**config.mk**
```make
export PLATFORM = sky130hd
export DESIGN_NAME = osd_dot_timing
export DESIGN_NICKNAME = d
export VERILOG_FILES = /design/src/rtl/osd_dot_pkg.sv /design/src/rtl/osd_cfg_shadow.sv /design/src/rtl/osd_prediv.sv /design/src/rtl/osd_hdot.sv /design/src/rtl/osd_vdot.sv /design/src/rtl/osd_dot_timing.sv
export SDC_FILE = /design/constraint.sdc
export NUM_CORES = 1
export LEC_CHECK = 0
export BUFFER_PORTS_ARGS = -buffer_cell sky130_fd_sc_hd__buf_2
export CAP_MARGIN = 25
export CORE_MARGIN = 3
export CORE_UTILIZATION = 55
export CTS_BUF_LIST = sky130_fd_sc_hd__clkbuf_8 sky130_fd_sc_hd__clkbuf_16
export CTS_CLUSTER_DIAMETER = 100
export DETAILED_ROUTE_END_ITERATION = 16
export GPL_ROUTABILITY_DRIVEN = 0
export PLACE_DENSITY = 0.76
export SLEW_MARGIN = 20
export SYNTH_ARGS = -nofsm -noshare
export SYNTH_HDL_FRONTEND = slang
export SYNTH_SLANG_ARGS = --single-unit
```
**constraint.sdc**
```tcl
create_clock -name clk -period 2.5 [get_ports clk]
set_input_delay 0.5 -clock clk [delete_from_list [all_inputs] [get_ports clk]]
set_output_delay 0.5 -clock clk [all_outputs]
set_load 0.005 [all_outputs]
```
**src/rtl/osd_dot_pkg.sv**
```systemverilog
package osd_dot_pkg;
  localparam int SZ_W = 2;
  localparam int RT_W = 2;
  localparam int HS_W = SZ_W + 1;
  localparam int VL_W = SZ_W + 2;

  typedef struct packed {
    logic            src_osc;
    logic            cc;
    logic            err;
    logic [RT_W-1:0] ratio;
    logic [HS_W-1:0] hsize;
  } blk_cfg_t;

  function automatic logic [RT_W-1:0] f_ratio(input logic layer2, input logic cc,
                                               input logic [1:0] code, input logic div2);
    logic [RT_W-1:0] r;
    if (layer2) r = div2 ? RT_W'(2) : RT_W'(1);
    else begin
      case (code)
        2'd0:    r = RT_W'(1);
        2'd1:    r = RT_W'(2);
        default: r = cc ? RT_W'(2) : RT_W'(3);
      endcase
    end
    return r;
  endfunction

  function automatic logic f_err(input logic layer2, input logic cc, input logic [1:0] code);
    return !layer2 && cc && code[1];
  endfunction

  function automatic logic [HS_W-1:0] f_hsize(input logic layer2,
                                              input logic [2*SZ_W-1:0] s1,
                                              input logic [SZ_W-1:0] s2);
    logic [SZ_W-1:0] f;
    f = layer2 ? s2 : s1[SZ_W-1:0];
    return HS_W'(f) + HS_W'(1);
  endfunction

  function automatic logic [VL_W-1:0] f_vlim(input logic layer2,
                                             input logic [2*SZ_W-1:0] s1,
                                             input logic [SZ_W-1:0] s2,
                                             input logic biscan);
    logic [SZ_W-1:0] f;
    logic [VL_W-1:0] base;
    f    = layer2 ? s2 : s1[2*SZ_W-1:SZ_W];
    base = VL_W'(f) + VL_W'(1);
    return biscan ? (base << 1) : base;
  endfunction
endpackage

```
**src/rtl/osd_cfg_shadow.sv**
```systemverilog
module osd_cfg_shadow
  import osd_dot_pkg::*;
#(
  parameter int HPOS_W = 8
) (
  input  logic                 clk,
  input  logic                 rst_n,
  input  logic                 hsync,
  input  logic                 src_osc,
  input  logic                 cc_mode,
  input  logic                 layer2,
  input  logic [1:0]           prediv,
  input  logic [2*SZ_W-1:0]    size_l1,
  input  logic [SZ_W-1:0]      size_l2,
  input  logic                 l2_div2,
  input  logic                 biscan,
  input  logic [HPOS_W-1:0]    hstart,
  output blk_cfg_t             sh,
  output logic [HPOS_W-1:0]    hpos_sh,
  output logic [VL_W-1:0]      vlim_nx
);
  blk_cfg_t nx;

  always_comb begin
    nx.src_osc = src_osc;
    nx.cc      = cc_mode && !layer2;
    nx.err     = f_err(layer2, cc_mode, prediv);
    nx.ratio   = f_ratio(layer2, cc_mode, prediv, l2_div2);
    nx.hsize   = f_hsize(layer2, size_l1, size_l2);
  end

  assign vlim_nx = f_vlim(layer2, size_l1, size_l2, biscan);

  always_ff @(posedge clk or negedge rst_n) begin
    if (!rst_n) begin
      sh      <= '{src_osc: 1'b0, cc: 1'b0, err: 1'b0, ratio: RT_W'(1), hsize: HS_W'(1)};
      hpos_sh <= '0;
    end else if (hsync) begin
      sh      <= nx;
      hpos_sh <= hstart;
    end
  end

  // closed-caption blocks never run at ratio 3
  a_r7_no_ratio3_in_cc: assert property (@(posedge clk) disable iff (!rst_n)
    sh.cc |-> sh.ratio != RT_W'(3));
  // a flagged configuration falls back to ratio 2
  a_r7_err_means_ratio2: assert property (@(posedge clk) disable iff (!rst_n)
    sh.err |-> sh.ratio == RT_W'(2));
  // shadow only moves after a sync cycle
  a_r8_shadow_holds: assert property (@(posedge clk) disable iff (!rst_n)
    !$past(hsync) |-> ($stable(sh) && $stable(hpos_sh)));
endmodule

```
**src/rtl/osd_prediv.sv**
```systemverilog
module osd_prediv
  import osd_dot_pkg::*;
(
  input  logic            clk,
  input  logic            rst_n,
  input  logic            restart,
  input  logic            run,
  input  logic            src_en,
  input  logic [RT_W-1:0] ratio,
  output logic            tc_tick
);
  logic [RT_W-1:0] cnt;
  logic            at_end;

  assign at_end  = (cnt == ratio - RT_W'(1));
  assign tc_tick = run && src_en && !restart && at_end;

  always_ff @(posedge clk or negedge rst_n) begin
    if (!rst_n)                cnt <= '0;
    else if (restart)          cnt <= '0;
    else if (run && src_en)    cnt <= at_end ? '0 : cnt + RT_W'(1);
  end

  // the phase counter stays below the active ratio
  a_r2_cnt_below_ratio: assert property (@(posedge clk) disable iff (!rst_n)
    !restart |-> cnt < ratio);
endmodule

```
**src/rtl/osd_hdot.sv**
```systemverilog
module osd_hdot
  import osd_dot_pkg::*;
#(
  parameter int HPOS_W = 8
) (
  input  logic              clk,
  input  logic              rst_n,
  input  logic              hsync,
  input  logic              src_en,
  input  logic [HPOS_W-1:0] hpos,
  input  logic [HS_W-1:0]   hsize,
  input  logic              tc_tick,
  output logic              start_hit,
  output logic              armed,
  output logic              dot_stb,
  output logic              disp_active
);
  logic              line_seen;
  logic              started;
  logic [HPOS_W-1:0] hpos_cnt;
  logic [HS_W-1:0]   hcnt;
  logic              dot_due;

  assign start_hit = line_seen && !started && src_en && !hsync && (hpos_cnt == hpos);
  assign dot_due   = tc_tick && (!disp_active || hcnt == hsize - HS_W'(1));

  always_ff @(posedge clk or negedge rst_n) begin
    if (!rst_n) begin
      line_seen   <= 1'b0;
      started     <= 1'b0;
      armed       <= 1'b0;
      hpos_cnt    <= '0;
      hcnt        <= '0;
      dot_stb     <= 1'b0;
      disp_active <= 1'b0;
    end else if (hsync) begin
      line_seen   <= 1'b1;
      started     <= 1'b0;
      armed       <= 1'b0;
      hpos_cnt    <= '0;
      hcnt        <= '0;
      dot_stb     <= 1'b0;
      disp_active <= 1'b0;
    end else begin
      if (src_en && !started && hpos_cnt != '1) hpos_cnt <= hpos_cnt + 1'b1;
      if (start_hit) begin
        started <= 1'b1;
        armed   <= 1'b1;
      end
      dot_stb <= dot_due;
      if (tc_tick) begin
        disp_active <= 1'b1;
        hcnt        <= dot_due ? '0 : hcnt + HS_W'(1);
      end
    end
  end

  // TC periods only run once the start position was met
  a_r3_tick_after_start: assert property (@(posedge clk) disable iff (!rst_n)
    tc_tick |-> started);
  // a strobe only while the block is displaying
  a_r4_dot_only_active: assert property (@(posedge clk) disable iff (!rst_n)
    dot_stb |-> disp_active);
  // wide dots give isolated strobes
  a_r4_dot_single: assert property (@(posedge clk) disable iff (!rst_n)
    (dot_stb && hsize != HS_W'(1)) |=> !dot_stb);
  // nothing is shown before the first sync after reset
  a_r9_quiet_before_sync: assert property (@(posedge clk) disable iff (!rst_n)
    !line_seen |-> (!disp_active && !dot_stb));
  // first strobe and active flag rise together
  a_r10_first_dot_with_active: assert property (@(posedge clk) disable iff (!rst_n)
    $rose(disp_active) |-> dot_stb);
  // sync clears the active flag
  a_r10_sync_clears: assert property (@(posedge clk) disable iff (!rst_n)
    hsync |=> !disp_active);
endmodule

```
**src/rtl/osd_vdot.sv**
```systemverilog
module osd_vdot
  import osd_dot_pkg::*;
(
  input  logic            clk,
  input  logic            rst_n,
  input  logic            hsync,
  input  logic [VL_W-1:0] vlim,
  output logic            line_stb
);
  logic [VL_W-1:0] vcnt;
  logic            row_end;

  assign row_end = (vcnt >= vlim - VL_W'(1));

  always_ff @(posedge clk or negedge rst_n) begin
    if (!rst_n) begin
      vcnt     <= '0;
      line_stb <= 1'b0;
    end else if (hsync) begin
      vcnt     <= row_end ? '0 : vcnt + VL_W'(1);
      line_stb <= row_end;
    end else begin
      line_stb <= 1'b0;
    end
  end

  // row strobe only follows a sync
  a_r5_line_after_sync: assert property (@(posedge clk) disable iff (!rst_n)
    line_stb |-> $past(hsync));
  // row counter never reaches the largest legal height
  a_r5_vcnt_bound: assert property (@(posedge clk) disable iff (!rst_n)
    vcnt < VL_W'(2 * (1 << SZ_W)));
endmodule

```
**src/rtl/osd_dot_timing.sv**
```systemverilog
module osd_dot_timing
  import osd_dot_pkg::*;
#(
  parameter int HPOS_W = 8
) (
  input  logic              clk,
  input  logic              rst_n,
  input  logic              ds_clk_en,
  input  logic              osc_clk_en,
  input  logic              hsync,
  input  logic              cfg_src_osc,
  input  logic              cfg_cc_mode,
  input  logic              cfg_layer2,
  input  logic [1:0]        cfg_prediv,
  input  logic [3:0]        cfg_size_l1,
  input  logic [1:0]        cfg_size_l2,
  input  logic              cfg_l2_div2,
  input  logic              cfg_biscan,
  input  logic [HPOS_W-1:0] cfg_hstart,
  output logic              dot_stb,
  output logic              line_stb,
  output logic              disp_active,
  output logic              cfg_err
);
  blk_cfg_t          sh;
  logic [HPOS_W-1:0] hpos_sh;
  logic [VL_W-1:0]   vlim_nx;
  logic              src_en;
  logic              start_hit;
  logic              armed;
  logic              tc_tick;

  osd_cfg_shadow #(.HPOS_W(HPOS_W)) u_shadow (
    .clk(clk), .rst_n(rst_n), .hsync(hsync),
    .src_osc(cfg_src_osc), .cc_mode(cfg_cc_mode), .layer2(cfg_layer2),
    .prediv(cfg_prediv), .size_l1(cfg_size_l1), .size_l2(cfg_size_l2),
    .l2_div2(cfg_l2_div2), .biscan(cfg_biscan), .hstart(cfg_hstart),
    .sh(sh), .hpos_sh(hpos_sh), .vlim_nx(vlim_nx)
  );

  assign src_en  = sh.src_osc ? osc_clk_en : ds_clk_en;
  assign cfg_err = sh.err;

  osd_prediv u_prediv (
    .clk(clk), .rst_n(rst_n), .restart(hsync || start_hit), .run(armed),
    .src_en(src_en), .ratio(sh.ratio), .tc_tick(tc_tick)
  );

  osd_hdot #(.HPOS_W(HPOS_W)) u_hdot (
    .clk(clk), .rst_n(rst_n), .hsync(hsync), .src_en(src_en),
    .hpos(hpos_sh), .hsize(sh.hsize), .tc_tick(tc_tick),
    .start_hit(start_hit), .armed(armed), .dot_stb(dot_stb),
    .disp_active(disp_active)
  );

  osd_vdot u_vdot (
    .clk(clk), .rst_n(rst_n), .hsync(hsync), .vlim(vlim_nx), .line_stb(line_stb)
  );

  // the active source enable is the only pace for TC periods
  a_r1_tick_from_chosen: assert property (@(posedge clk) disable iff (!rst_n)
    tc_tick |-> (sh.src_osc ? osc_clk_en : ds_clk_en));
endmodule

```
==> impl_metrics.json <==
{
  "grt_use_met2_pct": 34.1,
  "dr.pass1.iters": 4,
  "routed_wl_um": 4220,
  "grt_pass1_wl_um": 7460,
  "slew-limit-headroom_pct": 46.8,
  "antenna_left": 0,
  "fin_cells": 281,
  "ir_drop_uv": 422,
  "dr_total_vias": 1621,
  "setup_viol_count_final": 0,
  "total_leakage_power_nw": 1.14,
  "combPwrFrac_pct": 24.8,
  "synth_xor_area_share_pct": 7.29,
  "synth_top_family_by_area": "compound AO/OA/AOI/OAI gates",
  "numCtsBuffers": 5,
  "syn_area_per_cell_um2": 10.7,
  "fin_crit_sh_pct": 90.1,
  "track_usage_pct": 21.4,
  "hpwlAfterDp_um": 3130,
  "rows": 21,
  "htreeDepth": 2,
  "yosysSeqAreaShare_pct": 44.0,
  "post-route-min-period_ns": 2.25,
  "fin_worst_skew_ns": 0.00901,
  "place_area_mm2": 0.00235,
  "initial_core_util_pct": 60.0,
  "p_int_w": 0.00130,
  "grt-ovfl-total": 0,
  "synthAdderAreaFrac_pct": 5.92,
  "cts_resized": 0,
  "dp_cells": 273,
  "worst_setup_path_end_kind": "register",
  "crit_fanout": 4,
  "post_drt_wl_per_cell_um": 15.0,
  "syn_nets": 234,
  "die-area_mm2": 0.00462,
  "cts_setup_buffers": 0,
  "power_density_mw_per_mm2": 731,
  "antenna_found_initial": 0,
  "fin_util_pct": 70.8,
  "layout-drive-gt1-share_pct": 28.9,
  "area_growth_pct": 18.0,
  "use_met3_pct": 5.25,
  "pwr-share-seq_pct": 40.3,
  "synthSimpleGateAreaFrac_pct": 14.3,
  "worst_pin_slew_ns": 0.798,
  "netlist_instances": 198,
  "tns_ns": 0,
  "cts-root-buf": "clkbuf_8",
  "grt_max_degree": 38,
  "status": "complete, no violations",
  "drt_iter0_markers": 93,
  "antenna_cells": 0,
  "stdcell_area_mm2": 0.00249,
  "power_switching_w": 0.000527,
  "clk_pin_slew_worst_paths_ns": 0.08,
  "worstPathArrival_ns": 2.45,
  "ctsHoldBuffers": 0,
  "clock_latency_ns": 0.30,
  "grt_pass1_vias": 1643,
  "grt.met1_usage_pct": 28.3,
  "syn-cell-area_mm2": 0.00211,
  "cts_tree": "built",
  "synth_cell_types": 47,
  "drc_errors": 0,
  "switching_share_pct": 28.9,
  "synthFlopType": "dfrtp_1",
  "cts.sinks": 37,
  "slew_viol_final": 0,
  "synth_edf_count": 0,
  "synth_warnings": 0,
  "cts_buffer_depth": 2,
  "grt.busiest_layer": "met2",
  "nets": 270,
  "clkPwrFrac_pct": 34.9,
  "synthArstFlopShare_pct": 100,
  "die_x_um": 68.0,
  "placement.io_buffers": 29,
  "cp-start-kind": "input port",
  "hold_class": "input port to asynchronous set/reset pin",
  "die_h_um": 68.0,
  "max-cap-violations": 0,
  "required_ns": 2.69,
  "clock.fmax_ghz": 0.444,
  "synth-seq-cells": 37,
  "synthMuxAreaShare_pct": 9.42,
  "io_pins": 30,
  "synth-compound-area-share_pct": 14.8,
  "crit_type": "input port to register",
  "final_hold_viol_count": 0,
  "fin_total_pwr_w": 0.00182,
  "rsz0062_at_grt": "no",
  "via_per_inst": 5.77,
  "core_area_mm2": 0.00352
}
==> cells in the mapped netlist, types with 2 or more instances <==
cell | count | area [µm²]
inv_1 | 15 | 56.3
o21ai_0 | 8 | 40.0
o311ai_0 | 2 | 17.5
nor2_1 | 11 | 41.3
mux2_2 | 12 | 135
mux2i_1 | 5 | 50.1
xor2_1 | 4 | 35.0
a32o_1 | 2 | 20.0
nor2b_1 | 6 | 37.5
a211o_1 | 3 | 26.3
ha_1 | 10 | 125
a31oi_1 | 2 | 12.5
and3_1 | 3 | 18.8
dfstp_2 | 2 | 52.6
xnor2_1 | 11 | 96.3
nand2_1 | 10 | 37.5
a2111oi_0 | 2 | 17.5
and4_1 | 2 | 17.5
nor3_1 | 4 | 20.0
clkbuf_1 | 4 | 15.0
nand3_1 | 6 | 30.0
dfrtp_1 | 35 | 876
a21oi_1 | 4 | 20.0
o211ai_1 | 3 | 22.5
nand2b_1 | 7 | 43.8
a21o_1 | 3 | 22.5
a311oi_1 | 2 | 17.5
==> per-layer routing <==
layer / up-vias / part of all wire [%]
met5: - / 0
met4: 0 / 2.0
met3: 11 / 4.4
met2: 46 / 49
met1: 777 / 45
li1: 787 / -
==> state kept, by name, indices dropped and copies added (netlist names) <==
signal / cells
u_hdot.disp_active: 1
u_hdot.dot_stb: 1
u_hdot.hcnt: 3
u_hdot.hpos_cnt: 8
u_hdot.line_seen: 1
u_hdot.started: 1
u_prediv.cnt: 2
u_shadow.hpos_sh: 8
u_shadow.sh: 7
u_vdot.line_stb: 1
u_vdot.vcnt: 4
==> final timing paths <==
check / from / end / slack (ns) / depth (start not counted)
max reg2reg: u_hdot.hpos_cnt[0] / u_hdot.hpos_cnt[6] / 0.51 / 5
min: rst_n / u_hdot.dot_stb / 0.28 / 1
min in group clk: cfg_hstart[1] / u_shadow.hpos_sh[1] / 0.43 / 2
max: cfg_layer2 / u_vdot.vcnt[2] / 0.25 / 10
max in group asynchronous: rst_n / u_shadow.hpos_sh[7] / 1.71 / 1
min reg2reg: u_hdot.line_seen / u_hdot.line_seen / 0.48 / 1
==> through the flow <==
stage / worst slack (ns) / hold slack, ns
floorplan: -0.0356 / 0.204
global placement: 0.00414 / 0.456
detailed placement: -0.0928 / 0.460
CTS: 0.238 / 0.308
global route: 0.0240 / 0.331
finish: 0.246 / 0.277
==> critical path, cell delays in order <==
cell and delay, ns:
buf_2 0.14, mux2i_4 0.23, inv_1 0.06, ha_1 0.28, o31a_1 0.28, ha_2 0.19, or3_1 0.32, o21ai_2 0.09
nor2_2 0.07, o311ai_1 0.29
==> cell families after synthesis <==
family / after synthesis
adders and majority gates: 10
muxes: 18
AOI/OAI and AO/OA: 39
xor gates and xnor gates: 16
and+or+nand+nor: 56
buffers and inverters: 22
DFF: 37
==> cell usage in the layout (no fill, tap or decap), drive strengths merged, types with 2 or more instances in the layout <==
cell	synthesis	final
mux2	12	12
mux2i	6	6
bufinv	0	2
nand2	10	10
ha	10	10
nand2b	7	7
a21oi	4	4
o211ai	3	3
inv	15	16
nor3	5	5
nor2	11	11
clkbuf	4	5
a31oi	2	2
and4	2	2
buf	3	36
nor2b	6	6
a21o	3	3
a2111oi	4	4
dfstp	2	2
and3	3	3
a311oi	2	2
a211o	3	3
xnor2	11	11
o21ai	8	8
xor2	4	4
o311ai	2	2
nand3	6	6
dfrtp	35	35
a32o	2	2
==> area by class of cell <==
cell class | count | area [µm²]
inverters | 15 | 56.3
clock buffers | 5 | 68.8
repair buffers | 36 | 198
flip-flops and latches | 37 | 928
fillers | 250 | 1030
multi-input cells | 139 | 1110
well taps | 46 | 57.6
clock inverters | 3 | 68.8
==> power by group through the flow <==
stage | clock (W) | sequential, W | combinational (W)
floorplan | 0 | 0.000728 | 0.000296
global placement | 0 | 0.000739 | 0.000416
detailed placement | 0 | 0.000742 | 0.000451
CTS | 0.000639 | 0.000735 | 0.000453
global route | 0.000663 | 0.000746 | 0.000508
finish | 0.000635 | 0.000735 | 0.000452
(Power assumes the default switching activity.)
